===== src/rtl/spi_eng_pkg.sv =====
package spi_eng_pkg;

    localparam int BUS_W  = 10;
    localparam int ADDR_W = 8;

    localparam logic [7:0] A_CFG  = 8'h00;
    localparam logic [7:0] A_MSG  = 8'h01;
    localparam logic [7:0] A_CMD  = 8'h02;
    localparam logic [7:0] A_STAT = 8'h03;
    localparam logic [7:0] A_MASK = 8'h04;
    localparam logic [7:0] A_TAIL = 8'h05;

    localparam logic [1:0] TX_WIN = 2'b01;
    localparam logic [1:0] RX_WIN = 2'b10;

    localparam logic [3:0] OP_START  = 4'hA;
    localparam logic [7:0] CLEAR_ALL = 8'hFF;

    typedef enum logic [1:0] {
        MT_DUPLEX = 2'd0,
        MT_READ   = 2'd1,
        MT_WRITE  = 2'd2,
        MT_WRITE2 = 2'd3
    } msg_type_t;

    typedef enum logic [2:0] {
        ST_IDLE,
        ST_LOAD,
        ST_LEAD,
        ST_TRAIL,
        ST_STORE
    } seq_state_t;

    typedef struct packed {
        logic       cpha;
        logic       cpol;
        logic [2:0] rate;
    } spi_cfg_t;

endpackage


===== src/rtl/spi_eng_regs.sv =====
module spi_eng_regs
    import spi_eng_pkg::*;
#(
    parameter  int BUF_DEPTH  = 16,
    parameter  int MAX_PREFIX = 15,
    localparam int TX_DEPTH   = BUF_DEPTH + MAX_PREFIX,
    localparam int TX_AW      = $clog2(TX_DEPTH),
    localparam int RX_AW      = $clog2(BUF_DEPTH),
    localparam int CNT_W      = $clog2(BUF_DEPTH + 1)
) (
    input  logic              clk,
    input  logic              rst_n,
    input  logic              bus_wr,
    input  logic [ADDR_W-1:0] bus_addr,
    input  logic [BUS_W-1:0]  bus_wdata,
    output logic [BUS_W-1:0]  bus_rdata,
    output logic              irq,
    output logic              stat_done,
    output spi_cfg_t          cfg,
    output logic [CNT_W-1:0]  msg_count,
    output msg_type_t         msg_type,
    output logic              start,
    output logic [3:0]        cmd_prefix,
    output logic [1:0]        cmd_dev,
    input  logic              busy,
    input  logic              done_set,
    input  logic              rx_we,
    input  logic [7:0]        rx_wdata,
    input  logic [CNT_W-1:0]  rx_tail,
    input  logic [TX_AW-1:0]  tx_raddr,
    output logic [7:0]        tx_rdata
);

    logic [7:0] tx_mem [TX_DEPTH];
    logic [7:0] rx_mem [BUF_DEPTH];
    logic       mask_q;
    logic       tx_hit, rx_hit, cfg_wr, msg_wr, clr_wr;
    logic [CNT_W-1:0] count_in;

    assign tx_hit = (bus_addr[7:6] == TX_WIN) && (int'(bus_addr[5:0]) < TX_DEPTH);
    assign rx_hit = (bus_addr[7:6] == RX_WIN) && (int'(bus_addr[5:0]) < BUF_DEPTH);
    assign cfg_wr = bus_wr && (bus_addr == A_CFG) && !busy;
    assign msg_wr = bus_wr && (bus_addr == A_MSG) && !busy;
    assign clr_wr = bus_wr && (bus_addr == A_STAT) && (bus_wdata[7:0] == CLEAR_ALL);
    assign start  = bus_wr && (bus_addr == A_CMD) && (bus_wdata[3:0] == OP_START) && !busy;

    assign cmd_dev    = bus_wdata[9:8];
    assign cmd_prefix = (int'(bus_wdata[7:4]) > MAX_PREFIX) ? 4'(MAX_PREFIX) : bus_wdata[7:4];
    assign count_in   = (int'(bus_wdata[7:0]) > BUF_DEPTH) ? CNT_W'(BUF_DEPTH)
                                                           : bus_wdata[CNT_W-1:0];

    always_ff @(posedge clk or negedge rst_n) begin
        if (!rst_n) begin
            cfg       <= '0;
            msg_count <= '0;
            msg_type  <= MT_DUPLEX;
            mask_q    <= 1'b0;
            stat_done <= 1'b0;
            for (int i = 0; i < TX_DEPTH; i++) tx_mem[i] <= '0;
            for (int i = 0; i < BUF_DEPTH; i++) rx_mem[i] <= '0;
        end else begin
            if (cfg_wr) cfg <= spi_cfg_t'(bus_wdata[4:0]);
            if (msg_wr) begin
                msg_count <= count_in;
                msg_type  <= msg_type_t'(bus_wdata[9:8]);
            end
            if (bus_wr && bus_addr == A_MASK) mask_q <= bus_wdata[0];
            if (done_set)    stat_done <= 1'b1;
            else if (clr_wr) stat_done <= 1'b0;
            if (bus_wr && tx_hit) tx_mem[bus_addr[TX_AW-1:0]] <= bus_wdata[7:0];
            if (rx_we) rx_mem[rx_tail[RX_AW-1:0]] <= rx_wdata;
        end
    end

    assign tx_rdata = tx_mem[tx_raddr];
    assign irq      = stat_done & mask_q;

    always_comb begin
        bus_rdata = '0;
        unique case (bus_addr)
            A_CFG:   bus_rdata = BUS_W'(cfg);
            A_MSG:   bus_rdata = {msg_type, 8'(msg_count)};
            A_STAT:  bus_rdata = {8'b0, busy, stat_done};
            A_MASK:  bus_rdata = {9'b0, mask_q};
            A_TAIL:  bus_rdata = BUS_W'(rx_tail);
            default: if (rx_hit) bus_rdata = {2'b0, rx_mem[bus_addr[RX_AW-1:0]]};
        endcase
    end

endmodule


===== src/rtl/spi_eng_clkdiv.sv =====
module spi_eng_clkdiv #(
    parameter  int MAX_SEL = 6,
    localparam int DIV_W   = MAX_SEL + 1
) (
    input  logic       clk,
    input  logic       rst_n,
    input  logic       run,
    input  logic [2:0] sel,
    output logic       tick
);

    logic [2:0]       sel_eff;
    logic [DIV_W-1:0] limit, cnt;

    assign sel_eff = (int'(sel) > MAX_SEL) ? 3'(MAX_SEL) : sel;
    assign limit   = (DIV_W'(1) << sel_eff) - DIV_W'(1);
    assign tick    = run && (cnt == limit);

    always_ff @(posedge clk or negedge rst_n) begin
        if (!rst_n)            cnt <= '0;
        else if (!run || tick) cnt <= '0;
        else                   cnt <= cnt + DIV_W'(1);
    end

endmodule


===== src/rtl/spi_eng_seq.sv =====
module spi_eng_seq
    import spi_eng_pkg::*;
#(
    parameter  int NUM_CS     = 4,
    parameter  int BUF_DEPTH  = 16,
    parameter  int MAX_PREFIX = 15,
    localparam int TX_DEPTH   = BUF_DEPTH + MAX_PREFIX,
    localparam int TX_AW      = $clog2(TX_DEPTH),
    localparam int CNT_W      = $clog2(BUF_DEPTH + 1),
    localparam int IDX_W      = $clog2(TX_DEPTH + 1)
) (
    input  logic              clk,
    input  logic              rst_n,
    input  logic              start,
    input  logic [3:0]        cmd_prefix,
    input  logic [1:0]        cmd_dev,
    input  logic [CNT_W-1:0]  msg_count,
    input  msg_type_t         msg_type,
    input  logic              cpol,
    input  logic              cpha,
    input  logic              tick,
    input  logic [7:0]        tx_rdata,
    input  logic              miso,
    output logic              busy,
    output logic              run,
    output logic [TX_AW-1:0]  tx_raddr,
    output logic              rx_we,
    output logic [7:0]        rx_wdata,
    output logic [CNT_W-1:0]  rx_tail,
    output logic              done_set,
    output logic [NUM_CS-1:0] cs_n,
    output logic              sclk,
    output logic              mosi
);

    seq_state_t       state, nxt;
    logic [IDX_W-1:0] byte_idx, total_q, total_in;
    logic [3:0]       pre_q;
    msg_type_t        type_q;
    logic [2:0]       bit_cnt;
    logic [7:0]       tx_sh, rx_sh, load_byte;
    logic             sclk_q, in_prefix, capture, last_byte;

    assign total_in  = IDX_W'(cmd_prefix) + IDX_W'(msg_count);
    assign in_prefix = byte_idx < IDX_W'(pre_q);
    assign capture   = !in_prefix && (type_q == MT_DUPLEX || type_q == MT_READ);
    assign last_byte = (byte_idx + IDX_W'(1)) == total_q;
    assign load_byte = (in_prefix || type_q != MT_READ) ? tx_rdata : 8'h00;

    assign busy     = (state != ST_IDLE);
    assign run      = (state == ST_LEAD) || (state == ST_TRAIL);
    assign tx_raddr = byte_idx[TX_AW-1:0];
    assign rx_we    = (state == ST_STORE) && capture;
    assign rx_wdata = rx_sh;
    assign done_set = ((state == ST_IDLE) && start && total_in == '0) ||
                      ((state == ST_STORE) && last_byte);
    assign sclk     = (state == ST_IDLE) ? cpol : sclk_q;

    // state register
    always_ff @(posedge clk or negedge rst_n) begin
        if (!rst_n) state <= ST_IDLE;
        else        state <= nxt;
    end

    // transitions
    always_comb begin
        nxt = state;
        unique case (state)
            ST_IDLE:  if (start && total_in != '0) nxt = ST_LOAD;
            ST_LOAD:  nxt = ST_LEAD;
            ST_LEAD:  if (tick) nxt = ST_TRAIL;
            ST_TRAIL: if (tick) nxt = (bit_cnt == 3'd0) ? ST_STORE : ST_LEAD;
            ST_STORE: nxt = last_byte ? ST_IDLE : ST_LOAD;
            default:  nxt = ST_IDLE;
        endcase
    end

    // outputs and datapath
    always_ff @(posedge clk or negedge rst_n) begin
        if (!rst_n) begin
            byte_idx <= '0;
            total_q  <= '0;
            pre_q    <= '0;
            type_q   <= MT_DUPLEX;
            bit_cnt  <= '0;
            tx_sh    <= '0;
            rx_sh    <= '0;
            rx_tail  <= '0;
            cs_n     <= '1;
            sclk_q   <= 1'b0;
            mosi     <= 1'b0;
        end else begin
            unique case (state)
                ST_IDLE: begin
                    sclk_q <= cpol;
                    mosi   <= 1'b0;
                    if (start) begin
                        byte_idx <= '0;
                        total_q  <= total_in;
                        pre_q    <= cmd_prefix;
                        type_q   <= msg_type;
                        rx_tail  <= '0;
                        if (total_in != '0) cs_n <= ~(NUM_CS'(1) << cmd_dev);
                    end
                end
                ST_LOAD: begin
                    bit_cnt <= 3'd7;
                    if (cpha) tx_sh <= load_byte;
                    else begin
                        mosi  <= load_byte[7];
                        tx_sh <= {load_byte[6:0], 1'b0};
                    end
                end
                ST_LEAD: if (tick) begin
                    sclk_q <= ~cpol;
                    if (!cpha) rx_sh <= {rx_sh[6:0], miso};
                    else begin
                        mosi  <= tx_sh[7];
                        tx_sh <= {tx_sh[6:0], 1'b0};
                    end
                end
                ST_TRAIL: if (tick) begin
                    sclk_q  <= cpol;
                    bit_cnt <= bit_cnt - 3'd1;
                    if (cpha) rx_sh <= {rx_sh[6:0], miso};
                    else if (bit_cnt != 3'd0) begin
                        mosi  <= tx_sh[7];
                        tx_sh <= {tx_sh[6:0], 1'b0};
                    end
                end
                ST_STORE: begin
                    byte_idx <= byte_idx + IDX_W'(1);
                    if (capture) rx_tail <= rx_tail + CNT_W'(1);
                    if (last_byte) begin
                        cs_n <= '1;
                        mosi <= 1'b0;
                    end
                end
                default: ;
            endcase
        end
    end

endmodule


===== src/rtl/spi_cmd_engine.sv =====
module spi_cmd_engine
    import spi_eng_pkg::*;
#(
    parameter  int NUM_CS     = 4,
    parameter  int BUF_DEPTH  = 16,
    parameter  int MAX_PREFIX = 15,
    parameter  int MAX_SEL    = 6,
    localparam int TX_DEPTH   = BUF_DEPTH + MAX_PREFIX,
    localparam int TX_AW      = $clog2(TX_DEPTH),
    localparam int CNT_W      = $clog2(BUF_DEPTH + 1)
) (
    input  logic              clk,
    input  logic              rst_n,
    input  logic              bus_wr,
    input  logic [7:0]        bus_addr,
    input  logic [9:0]        bus_wdata,
    output logic [9:0]        bus_rdata,
    output logic              irq,
    output logic              sclk,
    output logic              mosi,
    input  logic              miso,
    output logic [NUM_CS-1:0] cs_n
);

    spi_cfg_t         cfg;
    msg_type_t        msg_type;
    logic [CNT_W-1:0] msg_count, rx_tail;
    logic [3:0]       cmd_prefix;
    logic [1:0]       cmd_dev;
    logic             start, busy, run, tick, done_set, rx_we, stat_done;
    logic [7:0]       rx_wdata, tx_rdata;
    logic [TX_AW-1:0] tx_raddr;

    spi_eng_regs #(.BUF_DEPTH(BUF_DEPTH), .MAX_PREFIX(MAX_PREFIX)) u_regs (
        .clk(clk), .rst_n(rst_n), .bus_wr(bus_wr), .bus_addr(bus_addr),
        .bus_wdata(bus_wdata), .bus_rdata(bus_rdata), .irq(irq), .stat_done(stat_done),
        .cfg(cfg), .msg_count(msg_count), .msg_type(msg_type), .start(start),
        .cmd_prefix(cmd_prefix), .cmd_dev(cmd_dev), .busy(busy), .done_set(done_set),
        .rx_we(rx_we), .rx_wdata(rx_wdata), .rx_tail(rx_tail),
        .tx_raddr(tx_raddr), .tx_rdata(tx_rdata)
    );

    spi_eng_clkdiv #(.MAX_SEL(MAX_SEL)) u_div (
        .clk(clk), .rst_n(rst_n), .run(run), .sel(cfg.rate), .tick(tick)
    );

    spi_eng_seq #(.NUM_CS(NUM_CS), .BUF_DEPTH(BUF_DEPTH), .MAX_PREFIX(MAX_PREFIX)) u_seq (
        .clk(clk), .rst_n(rst_n), .start(start), .cmd_prefix(cmd_prefix),
        .cmd_dev(cmd_dev), .msg_count(msg_count), .msg_type(msg_type),
        .cpol(cfg.cpol), .cpha(cfg.cpha), .tick(tick), .tx_rdata(tx_rdata),
        .miso(miso), .busy(busy), .run(run), .tx_raddr(tx_raddr), .rx_we(rx_we),
        .rx_wdata(rx_wdata), .rx_tail(rx_tail), .done_set(done_set),
        .cs_n(cs_n), .sclk(sclk), .mosi(mosi)
    );

endmodule


===== config.mk =====
export PLATFORM = sky130hd
export DESIGN_NAME = spi_cmd_engine
export DESIGN_NICKNAME = d
export VERILOG_FILES = /design/src/rtl/spi_eng_pkg.sv /design/src/rtl/spi_eng_regs.sv /design/src/rtl/spi_eng_clkdiv.sv /design/src/rtl/spi_eng_seq.sv /design/src/rtl/spi_cmd_engine.sv
export SDC_FILE = /design/constraint.sdc
export NUM_CORES = 1
export LEC_CHECK = 0
export BUFFER_PORTS_ARGS = -buffer_cell sky130_fd_sc_hd__buf_2
export CAP_MARGIN = 20
export CORE_ASPECT_RATIO = 1.5
export CORE_UTILIZATION = 40
export CTS_BUF_LIST = sky130_fd_sc_hd__clkbuf_16
export DETAILED_ROUTE_END_ITERATION = 12
export MAX_ROUTING_LAYER = met4
export PLACE_DENSITY = 0.64
export SYNTH_ARGS = -nofsm -noshare
export SYNTH_HDL_FRONTEND = slang
export SYNTH_SLANG_ARGS = --single-unit

===== constraint.sdc =====
create_clock -name clk -period 5.9 [get_ports clk]
set_input_delay 0 -clock clk [delete_from_list [all_inputs] [get_ports clk]]
set_output_delay 0 -clock clk [all_outputs]
set_load 0.01 [all_outputs]

==> flow_metrics.env <==
export IMPL_p_per_area_nw_per_um2=299
export IMPL_core_um2=52600
export IMPL_fillers=4726
export IMPL_place_gp_congestion=0.850
export IMPL_start_util_pct=40.4
export IMPL_wirelength_mm=52.8
export IMPL_met2_usage_pct=36.7
export IMPL_setup_viol=0
export IMPL_crit_slowest_cell="dfrtp_4"
export IMPL_clk_path_buf_depth=3
export IMPL_layout_area_seq_um2=11200
export IMPL_met3_usage_pct=2.57
export IMPL_ant_nets=0
export IMPL_yosysWarnings=0
export IMPL_drv_slew=0
export IMPL_drc_errors=0
export IMPL_port_buffers=38
export IMPL_io_pins=39
export IMPL_synth_nets=1606
export IMPL_synthArstFlopShare_pct=100
export IMPL_grt_pass1_wl_mm=83.1
export IMPL_die_area_um2=54000
export IMPL_first_global_vias=13900
export IMPL_cts_root_buffer="clkbuf_16"
export IMPL_synth_area_um2=21200
export IMPL_startpoint_type="register"
export IMPL_mostFrequentLayoutCell="dfrtp_1"
export IMPL_dr_total_vias=13100
export IMPL_maxCapViolCount=0
export IMPL_grt_overflow_total=0
export IMPL_crit_path_frequent_cell="mux4_2"
export IMPL_critPathCapture="u_seq.mosi"
export IMPL_die_w_um=190
export IMPL_grtUsageTotal_pct=20.7
export IMPL_via_per_inst=5.68
export IMPL_multi_input_area_um2=9550
export IMPL_drive_above_1_share_pct=37.4
export IMPL_reg2regPathDepth=6
export IMPL_cts_sink_count=446
export IMPL_synth_edf_count=0
export IMPL_num_rows=103
export IMPL_final_min_clock_period_ns=3.40
export IMPL_worst_setup_path_type="register to register"
export IMPL_antenna_found_initial=4
export IMPL_wl_per_cell_um=23.0
export IMPL_cp_max_fo=47
export IMPL_critPathRequiredTime_ns=6.33
export IMPL_max_slew_margin_pct=26.8
export IMPL_cp_cell_sequence="buf_4, mux4_2, mux2_2, mux4_2, a32oi_1, o21ai_1"
export IMPL_worstSetupEndpointType="register"
export IMPL_fin_setup_tns_ns=0
export IMPL_clk_pin_slew_ns=0.06
export IMPL_hold_violations=0
export IMPL_top_usage_layer="met2"
export IMPL_worst_pin_slew_ns=1.09
export IMPL_syn_to_final_growth_pct=10.4
export IMPL_firstDrtPassIters=5
export IMPL_grtUsageMet1_pct=23.2
export IMPL_hold_class="input pin to register"
export IMPL_crit_buf_inv=1
export IMPL_final_area_um2=23400
export IMPL_timing_rr_end="u_seq.mosi"
export IMPL_htree_levels=2
export IMPL_synth_flop_cell="dfrtp_1"
export IMPL_drt_iter0_markers=927
export IMPL_max_stage_delay_ns=0.96
export IMPL_mostFrequentLayoutCells="439 x dfrtp_1, 383 x mux2_2, 120 x nand2_1"
export IMPL_cts_tree="yes"
export IMPL_fmax_mhz=294
export IMPL_synth_cells=1568
export IMPL_nNetsFinal=1616
export IMPL_path_delay_family="multiplexers"
export IMPL_status="finished, final reports clean"
export IMPL_numCtsBuffers=44
export IMPL_synth_seq_cells=446
export IMPL_cts_repair_resized=0
export IMPL_grt_max_degree=128
export IMPL_critical_path_depth=6
export IMPL_clk_latency_ns=0.56
export IMPL_syn_area_per_cell_um2=13.5
export IMPL_clock_skew_final_ns=0.0250
export IMPL_rsz0062_at_grt="no"
export IMPL_placed_area_um2=22000
export IMPL_seq_area_frac_synth_pct=52.6
export IMPL_startpoint="u_seq.tx_raddr[0]"
export IMPL_rr_startpoint="u_seq.tx_raddr[0]"
export IMPL_yosysUniqueCellTypes=66
export IMPL_period_share_pct=57.7
export IMPL_r2r_slack_ns=2.50
export IMPL_peakVddDrop_uv=334
export IMPL_p_leak_uw=0.0109
export IMPL_cp_arrival_ns=3.83
export IMPL_die_height_um=284
export IMPL_hpwl_mm=35.4
==> metal layers <==
metal / part of all wire (%) / vias up / wire, µm
li1: - / 5778 / -
met2: 54 / 254 / 28400
met4: 4.2 / 0 / 2220
met1: 39 / 6919 / 20400
met3: 3.3 / 107 / 1730
met5: 0 / - / 0
==> cells in the mapped netlist (8+ instances only) <==
library cell,n,area [µm²]
buf_1,8,30.0
nor3_1,14,70.1
nand2b_1,11,68.8
mux2i_1,50,500
mux4_2,77,1730
nand2_1,120,450
buf_2,23,115
nor2_1,51,191
nand4_1,9,56.3
inv_1,20,75.1
a21oi_1,20,100
dfrtp_1,442,11100
o21ai_0,53,265
o22ai_1,14,87.6
nand3_2,8,80.1
clkbuf_1,55,206
ha_1,15,188
mux2_2,383,4310
nand3_1,25,125
buf_4,8,60.1
xnor2_1,9,78.8
xor2_1,13,114
nor2b_1,13,81.3
==> power by group <==
| part | internal, µW | total (µW) | switching, µW |
|---|---|---|---|
| clock | 1500 | 2680 | 1190 |
| combinational | 358 | 833 | 475 |
| sequential | 3230 | 3500 | 272 |
==> flip-flops by register name, indices dropped and copies added (netlist names), 4 cells and up <==
register	cells
u_regs.tx_mem	248
u_regs.rx_mem	128
u_seq.rx_wdata	8
u_seq.tx_sh	8
u_div.cnt	7
u_regs.cfg	5
u_regs.msg_count	5
u_seq.rx_tail	5
u_seq.total_q	5
u_seq.tx_raddr	5
u_seq.cs_n	4
u_seq.pre_q	4
==> worst min path at each step <==
stage	startpoint	end	slack, ns	cells after the start
after global routing	bus_wdata[6]	u_seq.pre_q[2]	0.06	4
final	bus_wdata[6]	u_seq.pre_q[2]	0.04	4
after global placement	rst_n	u_seq.rx_wdata[0]	0.17	1
after detailed placement	rst_n	u_regs.tx_mem[95]	0.19	1
after floorplan	rst_n	u_div.cnt[0]	-0.30	0
after CTS	bus_wdata[6]	u_seq.pre_q[2]	0.02	4
==> cell type report <==
class,instances,area share [%]
clock inverter,36,0.929
clock buffer,46,4.91
inverter,20,0.320
tap,682,3.64
antenna,4,0.0427
sequential,446,47.7
multi-input combinational,1005,40.7
timing repair buffer,61,1.77
==> tightest hold or removal path, cell delays in order <==
cell	delay (ns)
buf_2	0.09
buf_4	0.26
nand2_1	0.10
o21ai_0	0.07
==> logic make-up (layout without fill, tap and decap cells) <==
family	after synthesis	in the layout	share of synthesized area, %
compound gates	144	144	4.27
xor+xnor	22	22	0.907
fa+ha+maj	16	16	0.978
buf+inv	117	163	2.47
flops	446	446	52.6
mux	516	516	31.6
other cells	0	4	0
simple gates	307	307	7.23
==> repair_timing <==
action | CTS | global route
hold buffers | 7 | 0
endpoints found under the hold margin | 130 | 0
buffers inserted | 0 | 0
==> metrics by stage <==
step                setup slack, ns  instances  utilization [%]  total power (µW)  hold WS (ns)
floorplan                      3.65       1568                -              4020        -0.296
global placement               2.53       2207             41.8              4360         0.173
detailed placement             2.51       2207             41.8              4390         0.190
CTS                            2.47       2296             44.6              7090        0.0150
global route                   2.31       2300             44.6              7300        0.0650
finish                         2.50       2300             44.6              7020        0.0356
Note: power is estimated with default switching activity, not from simulation.
